**src/rtl/lqc_pkg.sv**
```systemverilog
package lqc_pkg;

  typedef enum logic [2:0] {
    ST_RESET    = 3'd0,
    ST_WAIT_BME = 3'd1,
    ST_RUN      = 3'd2,
    ST_FLUSH    = 3'd3,
    ST_ACK      = 3'd4
  } lqcState_e;

  // Strobes from control to datapath
  typedef struct packed {
    logic clear;       // wipe counters (reset or end of flush)
    logic txOpen;      // transmit path may forward
    logic rxOpen;      // receive path may deliver
    logic countTimer;  // flush timer runs
  } lqcStrobe_t;

endpackage

```
**src/rtl/lqc_rst_sync.sv**
```systemverilog
module lqc_rst_sync #(
  parameter int STAGES = 2
) (
  input  logic clk,
  input  logic arstN,
  output logic syncRstN
);
  logic [STAGES-1:0] chain;

  // Assert at once, release after STAGES edges
  always_ff @(posedge clk or negedge arstN) begin
    if (!arstN) chain <= '0;
    else        chain <= {chain[STAGES-2:0], 1'b1};
  end

  assign syncRstN = chain[STAGES-1];
endmodule

```
**src/rtl/lqc_occupancy.sv**
```systemverilog
module lqc_occupancy #(
  parameter int LIMIT = 16
) (
  input  logic clk,
  input  logic rstN,
  input  logic clr,
  input  logic inc,
  input  logic dec,
  output logic full,
  output logic empty
);
  localparam int CNT_W = $clog2(LIMIT + 1);
  localparam logic [CNT_W-1:0] LIMIT_V = CNT_W'(LIMIT);

  logic [CNT_W-1:0] count;
  logic doInc, doDec;

  assign full  = (count == LIMIT_V);
  assign empty = (count == '0);
  assign doInc = inc && !full;
  assign doDec = dec && !empty;

  always_ff @(posedge clk or negedge rstN) begin
    if (!rstN)                count <= '0;
    else if (clr)             count <= '0;
    else if (doInc && !doDec) count <= count + CNT_W'(1);
    else if (doDec && !doInc) count <= count - CNT_W'(1);
  end
endmodule

```
**src/rtl/lqc_datapath.sv**
```systemverilog
module lqc_datapath
  import lqc_pkg::*;
#(
  parameter int MAX_OUT     = 32,
  parameter int NUM_TAGS    = 16,
  parameter int TIMEOUT_CYC = 1024
) (
  input  logic       clk,
  input  logic       rstN,
  input  lqcStrobe_t strobe,
  input  logic       txValid,
  input  logic       txNeedsTag,
  input  logic       txDrained,
  input  logic       tagRetire,
  input  logic       rxValid,
  output logic       linkTxValid,
  output logic       appRxValid,
  output logic       drained,
  output logic       timedOut
);
  localparam int TMR_W = $clog2(TIMEOUT_CYC + 1);
  localparam logic [TMR_W-1:0] TMR_LAST = TMR_W'(TIMEOUT_CYC - 1);

  logic outFull, outEmpty, tagFull, tagEmpty;
  logic [TMR_W-1:0] flushTimer;

  assign linkTxValid = txValid && strobe.txOpen && !outFull
                       && (!txNeedsTag || !tagFull);
  assign appRxValid  = rxValid && strobe.rxOpen;

  lqc_occupancy #(.LIMIT(MAX_OUT)) outTrack (
    .clk  (clk),
    .rstN (rstN),
    .clr  (strobe.clear),
    .inc  (linkTxValid),
    .dec  (txDrained),
    .full (outFull),
    .empty(outEmpty)
  );

  lqc_occupancy #(.LIMIT(NUM_TAGS)) tagTrack (
    .clk  (clk),
    .rstN (rstN),
    .clr  (strobe.clear),
    .inc  (linkTxValid && txNeedsTag),
    .dec  (tagRetire),
    .full (tagFull),
    .empty(tagEmpty)
  );

  always_ff @(posedge clk or negedge rstN) begin
    if (!rstN)                  flushTimer <= '0;
    else if (strobe.countTimer) flushTimer <= flushTimer + TMR_W'(1);
    else                        flushTimer <= '0;
  end

  assign drained  = outEmpty && tagEmpty;
  assign timedOut = (flushTimer == TMR_LAST);
endmodule

```
**src/rtl/lqc_ctrl.sv**
```systemverilog
module lqc_ctrl
  import lqc_pkg::*;
(
  input  logic       clk,
  input  logic       rstN,
  input  logic       coreReady,
  input  logic       rstReqN,
  input  logic       busMasterEn,
  input  logic       drained,
  input  logic       timedOut,
  output lqcStrobe_t strobe,
  output logic       resetStatusN,
  output logic       warmRstRdy
);
  lqcState_e state, stateNext;
  logic bmePrev, bmeRise, flushDone;

  // Previous value resets high so a stale enable is not an edge
  always_ff @(posedge clk or negedge rstN) begin
    if (!rstN) bmePrev <= 1'b1;
    else       bmePrev <= busMasterEn;
  end
  assign bmeRise = busMasterEn && !bmePrev;

  assign flushDone = (state == ST_FLUSH) && (drained || timedOut);

  always_comb begin
    stateNext = state;
    unique case (state)
      ST_RESET:    stateNext = ST_WAIT_BME;
      ST_WAIT_BME: if (!rstReqN)     stateNext = ST_FLUSH;
                   else if (bmeRise) stateNext = ST_RUN;
      ST_RUN:      if (!rstReqN)     stateNext = ST_FLUSH;
      ST_FLUSH:    if (flushDone)    stateNext = ST_ACK;
      ST_ACK:      if (rstReqN)      stateNext = ST_WAIT_BME;
      default:     stateNext = ST_RESET;
    endcase
    if (!coreReady) stateNext = ST_RESET;
  end

  always_ff @(posedge clk or negedge rstN) begin
    if (!rstN) state <= ST_RESET;
    else       state <= stateNext;
  end

  always_comb begin
    strobe.clear      = (state == ST_RESET) || flushDone;
    strobe.txOpen     = (state == ST_RUN) && rstReqN;
    strobe.rxOpen     = (state == ST_RUN) && rstReqN;
    strobe.countTimer = (state == ST_FLUSH);
  end

  assign resetStatusN = (state != ST_RESET);
  assign warmRstRdy   = (state == ST_ACK);
endmodule

```
**src/rtl/link_quiesce_ctrl.sv**
```systemverilog
module link_quiesce_ctrl
  import lqc_pkg::*;
#(
  parameter int MAX_OUT     = 32,
  parameter int NUM_TAGS    = 16,
  parameter int TIMEOUT_CYC = 1024,
  parameter int SYNC_STAGES = 2
) (
  input  logic clk,
  input  logic fundRstN,
  input  logic cfgDoneN,
  input  logic coreReady,
  input  logic rstReqN,
  input  logic busMasterEn,
  input  logic txValid,
  input  logic txNeedsTag,
  input  logic txDrained,
  input  logic tagRetire,
  input  logic rxValid,
  output logic linkTxValid,
  output logic appRxValid,
  output logic resetStatusN,
  output logic warmRstRdy,
  output logic stateClear
);
  localparam int NUM_SRC = 2;

  logic [NUM_SRC-1:0] srcRstN, syncRstN;
  logic rstN, drained, timedOut;
  lqcStrobe_t strobe;

  assign srcRstN = {~cfgDoneN, fundRstN};

  for (genvar g = 0; g < NUM_SRC; g++) begin : gSync
    lqc_rst_sync #(.STAGES(SYNC_STAGES)) syncInst (
      .clk     (clk),
      .arstN   (srcRstN[g]),
      .syncRstN(syncRstN[g])
    );
  end

  assign rstN = &syncRstN;

  lqc_ctrl ctrl (
    .clk         (clk),
    .rstN        (rstN),
    .coreReady   (coreReady),
    .rstReqN     (rstReqN),
    .busMasterEn (busMasterEn),
    .drained     (drained),
    .timedOut    (timedOut),
    .strobe      (strobe),
    .resetStatusN(resetStatusN),
    .warmRstRdy  (warmRstRdy)
  );

  lqc_datapath #(
    .MAX_OUT    (MAX_OUT),
    .NUM_TAGS   (NUM_TAGS),
    .TIMEOUT_CYC(TIMEOUT_CYC)
  ) dpath (
    .clk        (clk),
    .rstN       (rstN),
    .strobe     (strobe),
    .txValid    (txValid),
    .txNeedsTag (txNeedsTag),
    .txDrained  (txDrained),
    .tagRetire  (tagRetire),
    .rxValid    (rxValid),
    .linkTxValid(linkTxValid),
    .appRxValid (appRxValid),
    .drained    (drained),
    .timedOut   (timedOut)
  );

  assign stateClear = strobe.clear;
endmodule

```
**config.mk**
```make
export PLATFORM = sky130hd
export DESIGN_NAME = link_quiesce_ctrl
export DESIGN_NICKNAME = d
export VERILOG_FILES = /design/src/rtl/lqc_pkg.sv /design/src/rtl/lqc_rst_sync.sv /design/src/rtl/lqc_occupancy.sv /design/src/rtl/lqc_datapath.sv /design/src/rtl/lqc_ctrl.sv /design/src/rtl/link_quiesce_ctrl.sv
export SDC_FILE = /design/constraint.sdc
export NUM_CORES = 1
export LEC_CHECK = 0
export ABC_AREA = 1
export BUFFER_PORTS_ARGS = -buffer_cell sky130_fd_sc_hd__buf_2
export CORE_UTILIZATION = 30
export CTS_BUF_LIST = sky130_fd_sc_hd__clkbuf_4
export DETAILED_ROUTE_END_ITERATION = 10
export PLACE_DENSITY_LB_ADDON = 0.25
export SYNTH_ARGS = -nofsm -noshare
export SYNTH_HDL_FRONTEND = slang
export SYNTH_SLANG_ARGS = --single-unit
```
**constraint.sdc**
```tcl
create_clock -name clk -period 1.7 [get_ports clk]
set_input_delay 0.255 -clock clk [delete_from_list [all_inputs] [get_ports clk]]
set_output_delay 0.255 -clock clk [all_outputs]
set_load 0.005 [all_outputs]
```
==> flow_summary.ini, run 1 <==
[sta]
timing.fmax_mhz = 453
finalWorstSetupSlack_ps = -505
setup_viol = 12
drv_slew = 0
period_minus_slack_ps = 2210
clock_skew_ps = 15.6
grt_setup_unrepaired = yes
holdWs_ps = 32.0
timing.final.crit_share_pct = 130
hold_viol_final = 0

[synth]
ys_seq_elements = 30
synth.avg_cell_area_um2 = 8.64
syn_inst = 215
synth_edf_count = 0
netlist_area_um2 = 1860
yosys.cell_types.count = 31
synth_top_area_cell = dfrtp_1
synthFlopType = dfrtp_1
yosys_warnings = 0
ys_seq_area_share_pct = 40.5
synth_commonest_cells = nand2_1, dfrtp_1, inv_1
synth.most_common_cell = nand2_1
ys_async_sr_fraction_pct = 100
synth.area.top_cells = dfrtp_1, nand2_1, ha_1, inv_1, nor2_1
synth_top_area_share_pct = 39.1

[grt]
antenna_found_initial = 0
grt_overflow = 0
grt_pass1_vias = 1581
grt_usage_pct = 14.5
grt_max_degree = 27
grt_pass1_wl_mm = 7.11

[placement]
place_ws_ps = -531
dpl.hpwl_mm = 3.04
globalplace.congestion = 0.771
numPortBuffers = 15
dpl_cell_area_um2 = 2440

[pwr]
power_density_nw_per_um2 = 1770
combPwrFrac_pct = 72.5
p_seq_share_pct = 19.1
p_sw_share_pct = 45.0
internal-power_w = 0.00280
ir_drop_mv = 0.919
power_w = 0.00508
clkPwrFrac_pct = 8.4
p_switching_w = 0.00228
p_leak_nw = 1.32

[cts]
ctsLongestPathBuffers = 2
cts_tree = done
cts_inserted_buffers = 5
h-tree-depth = 2
clock_latency_ps = 330
root_buffer = clkbuf_4
clock-sinks = 30
clkTransAtPathRegs_ps = 110

[critical_path]
crit-reg2reg-launch = ctrl.state[1]
cp-start-kind = register
crit_fanout = 5
crit_path_end = dpath.tagTrack.count[4]
startpoint = ctrl.state[1]
rrSetupSlack_ps = -510
r2r_cells = 14
crit_path_end_kind = register
cp_data_required_time_ps = 1930
crit_arrival_ps = 2440
r2r-end = dpath.tagTrack.count[4]
worstSetupPathType = register to register

[final_layout]
layout-drive-gt1-share_pct = 51.9
fin_util_pct = 48.3
final-seq-area_um2 = 753
area_growth_pct = 54.8
nets = 313
antenna_cells = 0
multi_input_area_um2 = 1340
stdcell_area_um2 = 2880
fillers = 580

[drt]
routed_via_density = 4.56
drt-initial-drc-count = 27
drt_pass1_iterations = 4
wl_mm = 4.48
final_antenna_net_count = 0
vias = 1668
post-route-drc-count = 0
wl_per_cell_um = 12.2

[run]
max-cap-violations = 0

[outcome]
status = finished with violations
violations = negative setup slack

[floorplanning]
dieArea_um2 = 6510
die_h_um = 80.7
core_area_um2 = 5960
start_util_pct = 31.2
fp-row-count = 28
die_width_um = 80.7
io_pins = 16

[worst_hold_path]
holdCritPathClass = input pin to register
-- worst min path at each step --
stage | from | end | slack [ps] | cells after the start
floorplan | fundRstN | gSync[0].syncInst.chain[0] | -40 | 0
CTS | busMasterEn | ctrl.bmePrev | 20 | 1
global placement | fundRstN | gSync[0].syncInst.chain[1] | 40 | 1
detailed placement | fundRstN | gSync[0].syncInst.chain[0] | 50 | 1
global route | busMasterEn | ctrl.bmePrev | 5 | 1
finish | busMasterEn | ctrl.bmePrev | 30 | 1
-- cell type report --
class / instances / share of cell area, %
Clock buffer: 5 / 1.30
Clock inverter: 3 / 0.565
Inverter: 30 / 4.18
Multi-Input combinational cell: 156 / 46.7
Sequential cell: 30 / 26.2
Tap cell: 75 / 3.26
Timing Repair Buffer: 67 / 17.8
-- cell usage in the layout, fill, tap and decap left out, types with 3 or more instances in the layout --
master     n
nor3_1     3
inv_1     23
xor2_1     3
o21ai_2    7
nor2_1    18
buf_6      7
nand2_4    5
o21ai_0    7
nor2_4     5
a21oi_1    9
nand2_2   10
ha_4      10
nand3_4    6
dfrtp_1   28
buf_2     14
nand3_1    5
xnor2_1    3
a21oi_2    5
buf_4     43
nand3_2    6
nand2_1   24
clkbuf_4   5
nor2_2     5
inv_2      5
nand4_1    4
-- layer usage --
metal  track usage, %  vias to the layer above  share of wire (%)
met2             24.3                       23                 50
met3             3.52                        7                3.3
li1                 -                      849                  -
met4             4.82                        0                1.3
met5                0                        -                  0
met1             18.3                      789                 46
-- power by group through the flow --
stage          registers, W  clock network (W)  logic [W]
6_report           0.000970           0.000425    0.00368
5_1_grt            0.000988           0.000476    0.00404
4_1_cts            0.000960           0.000438    0.00324
3_5_place_dp       0.000972                  0    0.00273
3_3_place_gp       0.000967                  0    0.00274
2_1_floorplan       0.00103                  0    0.00169
-- critical path, cell delays in order, from the launching register on --
cell and delay [ps]:
dfrtp_1 370, inv_2 70, nor2_8 120, nand4_4 110
nor2_8 130, nand2_4 70, nor2_4 110, ha_4 170
inv_6 50, fa_2 360, nand3_2 100, nand2_2 70
o21ai_2 150, o21ai_0 90, nor3b_1 140
-- stage by stage --
step | cells | setup TNS [ps]
floorplan | 216 | -2650
global placement | 345 | -3110
detailed placement | 345 | -3170
CTS | 358 | -3520
global route | 366 | -4770
finish | 366 | -3300
-- flip-flops by register name, indices dropped and copies added, names as in the netlist --
name                  cells
ctrl.bmePrev              1
ctrl.state                3
dpath.flushTimer         11
dpath.outTrack.count      6
dpath.tagTrack.count      5
gSync.syncInst.chain      4
-- what timing repair did --
| item | 4_1_cts | 5_1_grt |
|---|---|---|
| endpoints found under the setup margin | 13 | 15 |
| pin swaps | 28 | 27 |
| gates resized for setup | 31 | 35 |
| hold endpoints to repair | 4 | 0 |
| hold buffers | 2 | 0 |
| setup buffers | 4 | 11 |
-- logic make-up after synthesis --
logic type | synth area share, %
compound gates | 11.0
xor+xnor | 3.77
fa+ha+maj | 8.89
buf+inv | 6.06
flops | 40.5
other cells | 0.202
simple gates | 29.6
Note: power is estimated with default switching activity, not from simulation.
==> run 2, diff against run 1 <==
--- a/config.mk
+++ b/config.mk
@@ -6,10 +6,10 @@
 export NUM_CORES = 1
 export LEC_CHECK = 0
 export ABC_AREA = 1
-export BUFFER_PORTS_ARGS = -buffer_cell sky130_fd_sc_hd__buf_2
 export CORE_UTILIZATION = 30
-export CTS_BUF_LIST = sky130_fd_sc_hd__clkbuf_4
 export DETAILED_ROUTE_END_ITERATION = 10
+export DONT_BUFFER_PORTS = 1
+export MAX_ROUTING_LAYER = met4
 export PLACE_DENSITY_LB_ADDON = 0.25
 export SYNTH_ARGS = -nofsm -noshare
 export SYNTH_HDL_FRONTEND = slang
==> run 2 against run 1 <==
Combinational power fell by 6.0%. The run still ends with negative setup slack left. Largest cell class unchanged. Register-to-register slack better by 60 ps. Critical path type unchanged. Flip-flop and latch count stayed put. Sequential share of layout area is 0.83 points higher. Non-clock buffer count is 14 lower. Clock skew fell by 11 ps. Highest routed layer unchanged.
==> flow_summary.ini, run 2 (synthesized netlist as in run 1, its figures left out) <==
[outcome]
status = finished with violations
violations = negative setup slack

[cts]
cts_inserted_buffers = 5
clkTransAtPathRegs_ps = 60
ctsLongestPathBuffers = 2
clock-sinks = 30
clock_latency_ps = 280
cts_tree = done
root_buffer = clkbuf_8
h-tree-depth = 2

[placement]
dpl.hpwl_mm = 2.91
globalplace.congestion = 0.787
numPortBuffers = 0
dpl_cell_area_um2 = 2330

[sta]
grt_setup_unrepaired = yes
finalWorstSetupSlack_ps = -442
drv_slew = 0
hold_viol_final = 0
timing.fmax_mhz = 467
clock_skew_ps = 4.36
tns_ps = -3060
setup_viol = 11
timing.final.crit_share_pct = 126
period_minus_slack_ps = 2140

[pwr]
ir_drop_mv = 0.920
p_leak_nw = 1.29
power_density_nw_per_um2 = 1780

[critical_path]
slowest_stage = dfrtp_1
cp_data_required_time_ps = 1870
max_stage_delay_ps = 350
crit_fanout = 5
r2r-end = dpath.tagTrack.count[2]
crit-reg2reg-launch = ctrl.state[1]
worstSetupPathType = register to register
crit_chain = inv_2 -> nor2_8 -> nand4_4 -> nor2_8 -> nand2_4 -> nor2_4 -> ha_4 -> inv_6 -> fa_2 -> buf_4 -> xnor2_2 -> nor2_1 -> a21oi_1 -> nor2_1
crit_arrival_ps = 2310
rrSetupSlack_ps = -440
r2r_cells = 14
cp-start-kind = register
crit_path_end_kind = register

[drt]
drt_pass1_iterations = 4
vias = 1546
routed_via_density = 4.40
wl_per_cell_um = 11.3
drt-initial-drc-count = 60
post-route-drc-count = 0
final_antenna_net_count = 0
wl_mm = 3.96

[floorplanning]
io_pins = 16
dieArea_um2 = 6510
die_width_um = 80.7
die_h_um = 80.7
start_util_pct = 31.2
core_area_um2 = 5960
fp-row-count = 28

[run]
max-cap-violations = 0

[worst_hold_path]
holdCritPathClass = input pin to register
hold_start = coreReady
hold_depth = 2
holdPathEnd = ctrl.state[1]

[final_layout]
layout-drive-gt1-share_pct = 45.3
nets = 299
stdcell_area_um2 = 2790
reg_top3 = dpath.flushTimer x11, dpath.outTrack.count x6, dpath.tagTrack.count x5
layout_common_cells = buf_4, dfrtp_1, nand2_1
area_growth_pct = 50.0
fillers = 561
mostFrequentLayoutCell = buf_4
regMostFlops = dpath.flushTimer
largest_reg_flops = 11
antenna_cells = 0

[grt]
grt_max_degree = 27
grt_overflow = 0
grt_usage_pct = 13.8
antenna_found_initial = 0
grt_pass1_vias = 1500
grt_pass1_wl_mm = 6.60
## run 2: cell count changes in the layout (fill, tap and decap cells not counted), sizes merged
| cell | previous run | this run |
|---|---|---|
| clkinv | 2 | 0 |
| buf | 65 | 50 |
| clkinvlp | 1 | 0 |
| clkbuf | 5 | 7 |
| dlygate4sd3 | 2 | 3 |
## run 2: what timing repair did
action,CTS,global route
endpoints found under the setup margin,11,14
endpoints found under the hold margin,5,0
setup buffers,8,8
resized for setup,25,30
hold buffers,3,0
pin swaps,23,29
## run 2: power breakdown
part           switching (W)  leakage (nW)  internal, W
combinational        0.00175         0.859      0.00171
sequential         0.0000961         0.396     0.000866
clock               0.000251        0.0383     0.000281
total                0.00209          1.29      0.00286
## run 2: how the worst max path moves through the flow
stage	slack, ps	endpoint	start	cells past startpoint
2_1_floorplan	-500	dpath.tagTrack.count[4]	ctrl.state[2]	13
4_1_cts	-500	dpath.tagTrack.count[4]	ctrl.state[2]	13
6_report	-440	dpath.tagTrack.count[2]	ctrl.state[1]	14
3_3_place_gp	-490	dpath.tagTrack.count[4]	ctrl.state[2]	13
3_5_place_dp	-530	dpath.tagTrack.count[4]	ctrl.state[2]	13
5_1_grt	-610	dpath.tagTrack.count[4]	ctrl.state[1]	14
## run 2: layout make-up
type	count	area, µm²	share of cell area [%]
well taps	75	93.8	3.37
clock buffers	7	76.3	2.74
multi-input cells	156	1310	46.9
repair buffers	53	440	15.8
inverters	30	118	4.22
flip-flops and latches	30	753	27.0
## run 2: metrics by stage
step	total power (W)	hold WS, ps	utilization, %	cells	worst slack [ps]
3_5_place_dp	0.00355	-40.5	39.2	326	-533
4_1_cts	0.00457	101	43.9	344	-495
5_1_grt	0.00539	111	46.8	351	-606
6_report	0.00496	115	46.8	351	-442
2_1_floorplan	0.00271	-40.6	-	216	-503
3_3_place_gp	0.00356	-40.6	39.2	326	-490
## run 2: metal layers
metal	track usage [%]	vias up	wire length [µm]
met5	-	-	0
met2	21.3	10	1900
met1	17.2	709	1880
met3	3.41	4	137
met4	5.89	0	41
li1	-	823	-
## run 2: worst max-delay path: cells and delay by family, from the launching register on
| kind | cells | cell delay (ps) |
|---|---|---|
| adders and majority gates | 2 | 520 |
| AOI/OAI and AO/OA | 1 | 110 |
| DFF | 1 | 350 |
| buffers and inverters | 3 | 270 |
| and+or+nand+nor | 7 | 670 |
| xor gates and xnor gates | 1 | 120 |
